## config.mk

```make
export PLATFORM = sky130hd
export DESIGN_NAME = route_table_top
export DESIGN_NICKNAME = d
export VERILOG_FILES = /design/src/rtl/route_tbl_pkg.sv /design/src/rtl/route_entry_bank.sv /design/src/rtl/route_select.sv /design/src/rtl/route_out_reg.sv /design/src/rtl/route_table_top.sv
export SDC_FILE = /design/constraint.sdc
export NUM_CORES = 1
export LEC_CHECK = 0
export ABC_CLOCK_PERIOD_IN_PS = 2300
export BUFFER_PORTS_ARGS = -buffer_cell sky130_fd_sc_hd__clkbuf_2
export CAP_MARGIN = 20
export CORE_MARGIN = 2
export CORE_UTILIZATION = 50
export CTS_CLUSTER_DIAMETER = 80
export DETAILED_ROUTE_END_ITERATION = 8
export PLACE_DENSITY_LB_ADDON = 0.08
export SYNTH_ARGS = -nofsm -noshare
export SYNTH_HDL_FRONTEND = slang
export SYNTH_HIERARCHICAL = 1
export SYNTH_SLANG_ARGS = --single-unit
```

## constraint.sdc

```tcl
create_clock -name clk -period 2.3 [get_ports clk]
set_input_delay 0.345 -clock clk [delete_from_list [all_inputs] [get_ports clk]]
set_output_delay 0.345 -clock clk [all_outputs]
set_load 0.05 [all_outputs]
```

## src/rtl/route_tbl_pkg.sv

```systemverilog
package route_tbl_pkg;
  typedef enum logic [1:0] {
    CLS_REQ   = 2'b00,
    CLS_RSP   = 2'b01,
    CLS_BCAST = 2'b10,
    CLS_RSVD  = 2'b11
  } pkt_class_e;

  localparam int MASK_W       = 4;
  localparam int FIELD_STRIDE = 8;
  localparam int NUM_CLASSES  = 3;

  // Word with every route field fully set, stride 8 bits.
  function automatic logic [31:0] field_mask();
    logic [31:0] m;
    m = '0;
    for (int k = 0; k < NUM_CLASSES; k++) m[k*FIELD_STRIDE +: MASK_W] = '1;
    return m;
  endfunction

  // Word routing every class to the local node only.
  function automatic logic [31:0] local_only_word();
    logic [31:0] m;
    m = '0;
    for (int k = 0; k < NUM_CLASSES; k++) m[k*FIELD_STRIDE] = 1'b1;
    return m;
  endfunction
endpackage

```

## src/rtl/route_entry_bank.sv

```systemverilog
module route_entry_bank #(
  parameter int NUM_NODES = 8,
  parameter int IDX_W     = 4,
  parameter int DATA_W    = 32,
  parameter logic [DATA_W-1:0] RESET_WORD = '0,
  parameter logic [DATA_W-1:0] KEEP_BITS  = '1
) (
  input  logic              clk,
  input  logic              rst_n,
  input  logic              wr_en,
  input  logic [IDX_W-1:0]  wr_idx,
  input  logic [DATA_W-1:0] wr_keep,
  input  logic [DATA_W-1:0] wr_set,
  input  logic [IDX_W-1:0]  rd_idx,
  output logic [DATA_W-1:0] rd_data,
  input  logic [IDX_W-1:0]  lk_idx,
  output logic              lk_hit,
  output logic [DATA_W-1:0] lk_word
);
  localparam int SEL_W = (NUM_NODES > 1) ? $clog2(NUM_NODES) : 1;
  localparam logic [IDX_W:0] LIMIT = (IDX_W+1)'(NUM_NODES);

  logic [DATA_W-1:0]    store_q [NUM_NODES];
  logic [DATA_W-1:0]    store_d [NUM_NODES];
  logic [NUM_NODES-1:0] wr_hit;

  genvar g;
  generate
    for (g = 0; g < NUM_NODES; g++) begin : g_entry
      always_comb begin
        wr_hit[g]  = wr_en && (wr_idx == IDX_W'(g));
        store_d[g] = ((store_q[g] & wr_keep) | wr_set) & KEEP_BITS;
      end

      always_ff @(posedge clk or negedge rst_n) begin
        if (!rst_n)         store_q[g] <= RESET_WORD;
        else if (wr_hit[g]) store_q[g] <= store_d[g];
      end
    end
  endgenerate

  logic rd_hit;
  always_comb begin
    rd_hit  = ({1'b0, rd_idx} < LIMIT);
    rd_data = rd_hit ? store_q[rd_idx[SEL_W-1:0]] : '0;
    lk_hit  = ({1'b0, lk_idx} < LIMIT);
    lk_word = lk_hit ? store_q[lk_idx[SEL_W-1:0]] : '0;
  end
endmodule

```

## src/rtl/route_select.sv

```systemverilog
module route_select
  import route_tbl_pkg::*;
#(
  parameter int DATA_W = 32
) (
  input  logic              hit,
  input  logic [DATA_W-1:0] word,
  input  pkt_class_e        cls,
  input  logic              bypass,
  input  logic [1:0]        dflt_link,
  output logic [MASK_W-1:0] mask,
  output logic              unroutable
);
  localparam int NIB = DATA_W / MASK_W;

  logic [DATA_W-1:0] sel_bits;
  logic [DATA_W-1:0] picked;
  logic [MASK_W-1:0] nib_or [NIB+1];

  always_comb begin
    sel_bits = (cls == CLS_RSVD) ? '0
             : (DATA_W'({MASK_W{1'b1}}) << (int'(cls) * FIELD_STRIDE));
    picked   = word & sel_bits;
  end

  assign nib_or[0] = '0;
  genvar n;
  generate
    for (n = 0; n < NIB; n++) begin : g_nib
      assign nib_or[n+1] = nib_or[n] | picked[n*MASK_W +: MASK_W];
    end
  endgenerate

  always_comb begin
    if (bypass) begin
      mask       = (dflt_link == 2'b11) ? MASK_W'(1) : (MASK_W'(2) << dflt_link);
      unroutable = 1'b0;
    end else if (!hit || cls == CLS_RSVD) begin
      mask       = '0;
      unroutable = 1'b1;
    end else begin
      mask       = nib_or[NIB];
      unroutable = 1'b0;
    end
  end
endmodule

```

## src/rtl/route_out_reg.sv

```systemverilog
module route_out_reg #(
  parameter int MASK_W = 4
) (
  input  logic              clk,
  input  logic              rst_n,
  input  logic              in_valid,
  input  logic [MASK_W-1:0] in_mask,
  input  logic              in_unroutable,
  output logic              out_valid,
  output logic [MASK_W-1:0] out_mask,
  output logic              out_unroutable
);
  logic              valid_d, unr_d;
  logic [MASK_W-1:0] mask_d;

  always_comb begin
    valid_d = in_valid;
    mask_d  = in_valid ? in_mask : '0;
    unr_d   = in_valid & in_unroutable;
  end

  always_ff @(posedge clk or negedge rst_n) begin
    if (!rst_n) begin
      out_valid      <= 1'b0;
      out_mask       <= '0;
      out_unroutable <= 1'b0;
    end else begin
      out_valid      <= valid_d;
      out_mask       <= mask_d;
      out_unroutable <= unr_d;
    end
  end
endmodule

```

## src/rtl/route_table_top.sv

```systemverilog
module route_table_top
  import route_tbl_pkg::*;
#(
  parameter int NUM_NODES = 8,
  parameter int IDX_W     = 4,
  parameter int DATA_W    = 32
) (
  input  logic              clk,
  input  logic              rst_n,
  input  logic              cfg_wr_en,
  input  logic [IDX_W-1:0]  cfg_idx,
  input  logic [DATA_W-1:0] cfg_keep,
  input  logic [DATA_W-1:0] cfg_set,
  output logic [DATA_W-1:0] cfg_rdata,
  input  logic              route_bypass,
  input  logic [1:0]        strap_dflt_link,
  input  logic              lkp_valid,
  input  logic [IDX_W-1:0]  lkp_dest,
  input  logic [1:0]        lkp_class,
  output logic              rte_valid,
  output logic [MASK_W-1:0] rte_mask,
  output logic              rte_unroutable
);
  localparam logic [DATA_W-1:0] FIELDS = DATA_W'(field_mask());
  localparam logic [DATA_W-1:0] INIT   = DATA_W'(local_only_word());

  logic              lk_hit;
  logic [DATA_W-1:0] lk_word;
  logic [MASK_W-1:0] sel_mask;
  logic              sel_unr;
  pkt_class_e        cls;

  assign cls = pkt_class_e'(lkp_class);

  route_entry_bank #(
    .NUM_NODES (NUM_NODES),
    .IDX_W     (IDX_W),
    .DATA_W    (DATA_W),
    .RESET_WORD(INIT),
    .KEEP_BITS (FIELDS)
  ) u_bank (
    .clk     (clk),
    .rst_n   (rst_n),
    .wr_en   (cfg_wr_en),
    .wr_idx  (cfg_idx),
    .wr_keep (cfg_keep),
    .wr_set  (cfg_set),
    .rd_idx  (cfg_idx),
    .rd_data (cfg_rdata),
    .lk_idx  (lkp_dest),
    .lk_hit  (lk_hit),
    .lk_word (lk_word)
  );

  route_select #(.DATA_W(DATA_W)) u_sel (
    .hit        (lk_hit),
    .word       (lk_word),
    .cls        (cls),
    .bypass     (route_bypass),
    .dflt_link  (strap_dflt_link),
    .mask       (sel_mask),
    .unroutable (sel_unr)
  );

  route_out_reg #(.MASK_W(MASK_W)) u_out (
    .clk            (clk),
    .rst_n          (rst_n),
    .in_valid       (lkp_valid),
    .in_mask        (sel_mask),
    .in_unroutable  (sel_unr),
    .out_valid      (rte_valid),
    .out_mask       (rte_mask),
    .out_unroutable (rte_unroutable)
  );
endmodule

```

After elaboration in Yosys (flattened, before gate mapping)
Index checks and enable logic that the tools add are counted.
{"block": "word_totals", "ff_bits": 102, "in_bits": 81}
{"block": "classes", "order_cmp": 4, "n_eq_ne": 9, "shifts": 2, "mux": 15, "n_bitwise": 27, "n_reduce_logical": 11}
{"operator": "$mux W32", "count": 7}
{"operator": "$bmux W32 S3", "count": 2}
{"operator": "$and A20 B20 Y20", "count": 8}
{"operator": "$or A20 B20 Y20", "count": 8}
{"operator": "$and A32 B32 Y32", "count": 1}
{"operator": "$shl A4 B5 Y32 const A", "count": 1}
{"operator": "$or A4 B4 Y4", "count": 7}
{"operator": "$eq A4 B3 Y1 const B", "count": 4}
{"operator": "$mux W4", "count": 4}
{"operator": "$eq A4 B2 Y1 const B", "count": 2}
{"operator": "$ge A4 B4 Y1 const B", "count": 2}
{"operator": "$logic_and A1 B1 Y1", "count": 8}
{"operator": "$lt A4 B4 Y1 const B", "count": 2}
{"operator": "$not A3 Y4", "count": 2}
{"operator": "$eq A2 B2 Y1 const B", "count": 2}
{"operator": "$eq A4 B1 Y1 const B", "count": 1}
{"operator": "$logic_not A4 Y1", "count": 1}
{"operator": "$shl A2 B2 Y4 const A", "count": 1}
{"operator": "$mux W1", "count": 2}
{"operator": "$and A1 B1 Y1", "count": 1}
{"operator": "$logic_not A1 Y1", "count": 1}
{"operator": "$logic_or A1 B1 Y1", "count": 1}

Depth between registers and ports, before layout
Gate-level depths: netlist (run 1).
{"block": "logic_depth", "depth_word": 16, "depth_mapped": 9}

Hierarchy
The synthesis (run 1) kept the hierarchy.
{"module": "route_entry_bank", "instances": 1, "cells_each": 496, "area_per_inst_um2": 5949.5}
{"module": "route_select", "instances": 1, "cells_each": 24, "area_per_inst_um2": 197.7}
{"module": "route_out_reg", "instances": 1, "cells_each": 11, "area_per_inst_um2": 181.4}

Worst setup path before layout (run 1)
No wires, ideal clock.
{"block": "synth_timing", "path_kind": "in2out", "from": "in cfg_idx[2]", "to": "out cfg_rdata[0]", "t_arrival_ps": 1869, "required_ps": 1955, "path_slack_ps": 86, "stages": 5, "path_cell_list": "buf_1 clkbuf_1 mux4_2 mux2i_1 nor2_1"}
{"block": "synth_between", "elab_chain_cells": 5, "word_cells_on_any_way": 6}
{"element": "start: declaration", "line_no": "route_table_top.sv:11", "rtl": "input logic [IDX_W-1:0] cfg_idx,"}
{"element": "$not A3 Y4 (implied by the code)", "line_no": "route_entry_bank.sv:45", "rtl": "rd_data = rd_hit ? store_q[rd_idx[SEL_W-1:0]] : '0;"}
{"element": "$bmux W32 S3", "line_no": "route_entry_bank.sv:45"}
{"element": "$mux W32 (implied by the code) (2 in a row)", "line_no": "route_entry_bank.sv:45"}
{"element": "$mux W32 (*)", "line_no": "route_entry_bank.sv:45"}
{"element": "end: declaration", "line_no": "route_table_top.sv:14", "rtl": "output logic [DATA_W-1:0] cfg_rdata,"}
Mark *: on every way between the ends. The rest lies on a longest branch, timed or not. The select of a mux whose other input is x is not followed.

Worst setup path after layout (run 1)
{"block": "layout_timing", "from": "reg u_bank/store_q[9] in the netlist's numbering", "to": "out cfg_rdata[9]"}
{"block": "layout_between", "elab_chain_cells": 4}
{"element": "start: declaration", "line_no": "route_entry_bank.sv:23", "rtl": "logic [DATA_W-1:0] store_q [NUM_NODES];"}
{"element": "start signal: indexed assignment", "line_no": "route_entry_bank.sv:37", "rtl": "else if (wr_hit[g]) store_q[g] <= store_d[g];"}
{"element": "$bmux W32 S3", "line_no": "route_entry_bank.sv:45"}
{"element": "$mux W32 (implied by the code) (2 in a row)", "line_no": "route_entry_bank.sv:45"}
{"element": "$mux W32", "line_no": "route_entry_bank.sv:45"}
No other way between the ends. The select of a mux whose other input is x is not followed.

==> flow_metrics.py, run 1 <==
metrics = {
    "global_routing": {
        "overflow": 0,
        "grt_pass1_wl_um": 27600,
        "grt_pass1_vias": 4775,
        "number_of_antenna_violations_at_the_first_check_in_global_routing": 0,
        "grt_max_degree": 56,
        "globalRouteTotalUtil": 0.280,
    },
    "layout": {
        "layout-drive-gt1-share": 0.327,
        "n_antenna_cell": 0,
        "finish.net_count": 642,
        "most-common-layout-cells": "sky130_fd_sc_hd__or3_1 (96), sky130_fd_sc_hd__a22o_1 (96), sky130_fd_sc_hd__dfrtp_1 (78), sky130_fd_sc_hd__clkbuf_2 (57), sky130_fd_sc_hd__mux4_2 (48)",
        "ff_latch_area_um2": 2580,
        "layout-area-overhead-vs-synth_pct": 12.9,
        "nFillCells": 1009,
        "finalInstanceArea_um2": 6970,
        "multiInputGateArea_um2": 3190,
    },
    "floorplan": {
        "io_pins": 119,
        "fp.dieArea_um2": 13300,
        "fp.coreArea_um2": 12100,
        "chipWidth_um": 115,
        "row_count": 40,
        "die-height_um": 115,
        "floorplan.initialDensity": 0.512,
    },
    "min_path": {
        "worstHoldPathCells": 1,
        "hold_path_class": "in -> reg",
    },
    "setup_path": {
        "critical_path.max_stage_delay_ns": 0.46,
        "path_class": "reg -> out",
        "cp_cell_sequence": "mux4_2 > mux2i_1 > nor2_1 > clkbuf_2",
        "end_kind": "output pin",
        "critPathLaunchType": "flop",
        "critical_path.n_buffers_inverters": 1,
        "r2r.worst_path.cells": 7,
        "timing.critical_path.to": "cfg_rdata[9]",
        "cp.depth": 4,
        "arrival_ns": 1.76,
        "cp_max_fo": 3,
        "cp_startpoint": "u_bank/store_q[9]",
        "worst_reg2reg_endpoint": "u_out/out_mask[2]",
        "worst_path_max_delay_cell": "sky130_fd_sc_hd__mux4_2",
        "path_delay_family": "multiplexers",
        "r2r_slack_ns": 0.31,
        "timing.critical_path.required_ns": 1.96,
        "regToRegStartpoint": "u_bank/store_q[2]",
    },
    "power_and_ir_drop": {
        "cellLeakagePower_nw": 3.05,
        "power.density_nw_per_um2": 809,
        "vdd_drop_max_mv": 0.610,
    },
    "yosys": {
        "syn_inst": 511,
        "post_synth_instance_area_um2": 6180,
        "synth_area_per_cell_um2": 12.1,
        "synth-warning-count": 6,
    },
    "placed_design": {
        "io_buffer_count": 58,
        "detailed_place_hpwl_um": 11900,
        "postPlaceCellArea_um2": 6680,
        "place.gp.congestion": 0.845,
    },
    "sta": {
        "max-slew-margin-rel": 0.631,
        "hold_viol_final": 0,
        "peak_freq_ghz": 0.476,
        "rsz0062_at_grt": "no",
        "final_period_utilization": 0.913,
        "timing_max_transition_violations_final": 0,
        "period_needed_ns": 2.10,
        "report.final.setup_viol": 0,
        "final.setup_skew_ns": 0.00743,
        "tightest_slew_ns": 0.553,
        "finalSetupTns_ns": 0,
    },
    "route": {
        "via_count": 4736,
        "drt-pass1-iter-count": 4,
        "drt-initial-drc-count": 427,
        "drt.antenna.violating_nets": 0,
        "drt-wirelength-per-cell_um": 23.7,
        "post-route-drc-count": 0,
        "routed_wirelength_um": 17400,
        "vias_per_cell": 6.45,
    },
    "clock_tree": {
        "cts_tree": "yes",
        "cts_num_sinks": 102,
        "cts_made_buffers": 9,
        "h-tree-depth": 3,
        "cts-root-buf": "sky130_fd_sc_hd__clkbuf_16",
        "insertion_delay_ns": 0.35,
        "cts.path.max_buffers": 2,
        "path_clk_slew_ns": 0.07,
    },
    "job": {
        "maxCapViolCount": 0,
    },
    "status": {
        "run_status": "completed",
    },
}
-- per-stage QoR --
stage          std cells  setup WS (ns)  hold slack (ns)  total power, mW  utilization
3_3_place_gp         717         0.0662            0.276             4.14        0.554
5_1_grt              734          0.127            0.148             5.93        0.578
6_report             734          0.199            0.147             5.64        0.578
3_5_place_dp         717         0.0444            0.280             4.19        0.554
2_1_floorplan        530         0.0862           0.0494             3.74            -
4_1_cts              734          0.182            0.143             5.67        0.578
-- worst min path at each step --
stage / startpoint / end
after detailed placement: rst_n / u_bank/store_q[234]
after global routing: lkp_valid / u_out/out_valid
after global placement: rst_n / u_bank/store_q[234]
after floorplan: rst_n / u_bank/store_q[105]
final: lkp_valid / u_out/out_valid
after CTS: lkp_valid / u_out/out_valid
-- per-layer routing --
metal	track usage	share of wire	vias up
met4	0.0892	0.020	0
li1	-	-	2039
met5	0	0	-
met2	0.442	0.48	206
met3	0.0532	0.067	29
met1	0.397	0.43	2462
-- power by group --
group / internal [mW] / leakage (nW) / total [mW] / switching, mW
registers: 2.27 / 1.21 / 2.62 / 0.347
clock network: 0.793 / 0.132 / 1.47 / 0.677
logic: 0.820 / 1.70 / 1.56 / 0.737
total: 3.88 / 3.05 / 5.64 / 1.76
-- area by class of cell --
type,count,area share
Sequential cell,102,0.370
Multi-Input combinational cell,347,0.458
Clock buffer,13,0.0373
Timing Repair Buffer,98,0.0998
Tap cell,168,0.0301
Clock inverter,3,0.00287
Inverter,3,0.00161
-- state kept, by name, indices dropped and copies added, names as in the netlist --
register	flops
u_out/out_mask	4
u_out/out_valid	1
u_out/out_unroutable	1
u_bank/store_q	96
-- repair_timing --
action                                 CTS  global route
endpoints found under the hold margin   10             0
hold buffers                             1             0
buffers inserted                         0             0
gates resized for setup                  0             0
Note: power is estimated with default switching activity, not from simulation.
==> inputs of run 2 (changes only) <==
- REMOVE_ABC_BUFFERS: unset -> 1
==> flow_metrics.py, run 2 (same netlist as run 1, synthesis figures left out) <==
metrics = {
    "status": {
        "run_status": "completed",
    },
    "setup_path": {
        "end_kind": "output pin",
        "r2r.worst_path.cells": 7,
        "timing.critical_path.required_ns": 1.96,
        "r2r_slack_ns": 0.29,
        "arrival_ns": 1.76,
        "worst_reg2reg_endpoint": "u_out/out_mask[2]",
        "cp_cell_sequence": "mux4_2 > mux2i_1 > nor2_1 > clkbuf_2",
        "regToRegStartpoint": "u_bank/store_q[2]",
        "critical_path.n_buffers_inverters": 1,
        "worst_path_max_delay_cell": "sky130_fd_sc_hd__mux4_2",
        "critical_path.max_stage_delay_ns": 0.47,
        "path_class": "reg -> out",
        "path_delay_family": "multiplexers",
        "critPathLaunchType": "flop",
        "cp_max_fo": 3,
    },
    "floorplan": {
        "floorplan.initialDensity": 0.512,
        "io_pins": 119,
        "chipWidth_um": 115,
        "fp.dieArea_um2": 13300,
        "die-height_um": 115,
        "fp.coreArea_um2": 12100,
        "row_count": 40,
    },
    "route": {
        "drt-wirelength-per-cell_um": 24.6,
        "drt.antenna.violating_nets": 0,
        "drt-initial-drc-count": 445,
        "drt-pass1-iter-count": 5,
        "vias_per_cell": 6.49,
        "via_count": 4780,
        "routed_wirelength_um": 18100,
        "post-route-drc-count": 0,
    },
    "clock_tree": {
        "path_clk_slew_ns": 0.07,
        "post_cts_buffers": 0,
        "cts.path.max_buffers": 2,
        "cts_tree": "yes",
        "cts_made_buffers": 9,
        "cts-root-buf": "sky130_fd_sc_hd__clkbuf_16",
        "insertion_delay_ns": 0.36,
        "h-tree-depth": 3,
        "cts_num_sinks": 102,
    },
    "sta": {
        "hold_viol_final": 0,
        "rsz0062_at_grt": "no",
        "final_period_utilization": 0.913,
        "final.setup_skew_ns": 0.00951,
        "timing_max_transition_violations_final": 0,
        "max-slew-margin-rel": 0.366,
        "finalSetupTns_ns": 0,
        "tightest_slew_ns": 0.948,
        "period_needed_ns": 2.10,
        "peak_freq_ghz": 0.476,
        "report.final.setup_viol": 0,
    },
    "min_path": {
        "hold_path_class": "in -> reg",
        "worst_hold_path.endpoint": "u_out/out_valid",
        "hold_path.startpoint": "lkp_valid",
        "worstHoldPathCells": 1,
    },
    "power_and_ir_drop": {
        "power.density_nw_per_um2": 825,
        "cellLeakagePower_nw": 3.05,
        "share_comb_of_total_power": 0.271,
        "clockPowerShare": 0.275,
        "p_int_mw": 3.99,
        "power_switching_mw": 1.77,
        "vdd_drop_max_mv": 0.650,
        "sequentialPowerShare": 0.454,
        "power_switching_share": 0.307,
        "post-layout-total-power_mw": 5.76,
    },
    "layout": {
        "layout-area-overhead-vs-synth_pct": 12.9,
        "n_antenna_cell": 0,
        "finish.net_count": 644,
        "largest_reg_flops": 96,
        "largestRegisters": "u_bank/store_q (96), u_out/out_mask (4)",
        "layout-drive-gt1-share": 0.329,
        "most-common-layout-cells": "sky130_fd_sc_hd__or3_1 (96), sky130_fd_sc_hd__a22o_1 (96), sky130_fd_sc_hd__dfrtp_1 (78), sky130_fd_sc_hd__clkbuf_2 (57), sky130_fd_sc_hd__mux4_2 (48)",
        "regMostFlops": "u_bank/store_q",
    },
    "global_routing": {
        "number_of_antenna_violations_at_the_first_check_in_global_routing": 0,
        "globalRouteTotalUtil": 0.293,
        "grt_pass1_wl_um": 28200,
        "grt_max_degree": 42,
        "overflow": 0,
        "grt_pass1_vias": 4725,
    },
    "placed_design": {
        "detailed_place_hpwl_um": 12200,
        "io_buffer_count": 58,
        "place.gp.congestion": 0.856,
    },
    "job": {
        "maxCapViolCount": 0,
    },
}
==> run 2: final cells by class <==
| type | count | area, um^2 |
|---|---|---|
| Fill cell | 1060 | 5090 |
| Multi-Input combinational cell | 347 | 3190 |
| Sequential cell | 102 | 2580 |
| Timing Repair Buffer | 100 | 673 |
| Clock buffer | 13 | 260 |
| Tap cell | 168 | 210 |
| Clock inverter | 3 | 42.5 |
| Inverter | 3 | 11.3 |
==> run 2: stage by stage <==
step / area [um^2] / utilization / hold WS, ns / worst slack [ns] / instances
after floorplan: 5790 / - / 0.0494 / 0.363 / 452
after global placement: 6660 / 0.552 / 0.278 / 0.0717 / 719
after detailed placement: 6660 / 0.552 / 0.280 / 0.0925 / 719
after CTS: 6970 / 0.578 / 0.143 / 0.208 / 736
after global routing: 6970 / 0.578 / 0.150 / 0.143 / 736
final: 6970 / 0.578 / 0.156 / 0.199 / 736
==> run 2: worst max path at each step <==
| stage | startpoint | endpoint | slack [ns] | depth (start not counted) |
|---|---|---|---|---|
| global route | cfg_idx[1] | cfg_rdata[19] | 0.14 | 6 |
| CTS | u_bank/store_q[65] | cfg_rdata[1] | 0.21 | 4 |
| detailed placement | cfg_idx[3] | u_bank/store_q[137] | 0.09 | 5 |
| global placement | cfg_idx[3] | u_bank/store_q[138] | 0.07 | 5 |
| floorplan | cfg_idx[3] | u_bank/store_q[105] | 0.36 | 3 |
| finish | u_bank/store_q[65] | cfg_rdata[1] | 0.20 | 4 |
==> run 2: power by group through the flow <==
stage | registers (mW) | logic (mW) | clock network (mW)
floorplan | 2.51 | 1.11 | 0
global placement | 2.60 | 1.53 | 0
detailed placement | 2.61 | 1.56 | 0
CTS | 2.60 | 1.56 | 1.62
global route | 2.66 | 1.67 | 1.69
finish | 2.62 | 1.56 | 1.58
==> run 2: per-layer routing <==
metal  global-route usage  up-vias  routed length, um
li1                     -     2044                  -
met3               0.0722       23               1400
met5                    0        -                  0
met2                0.452      225               8680
met4               0.0779        0                275
met1                0.417     2488               7780
==> run 2: timing repair <==
item / CTS / global route
resized for setup: 0 / 0
hold buffers: 1 / 0
endpoints found under the hold margin: 22 / 0
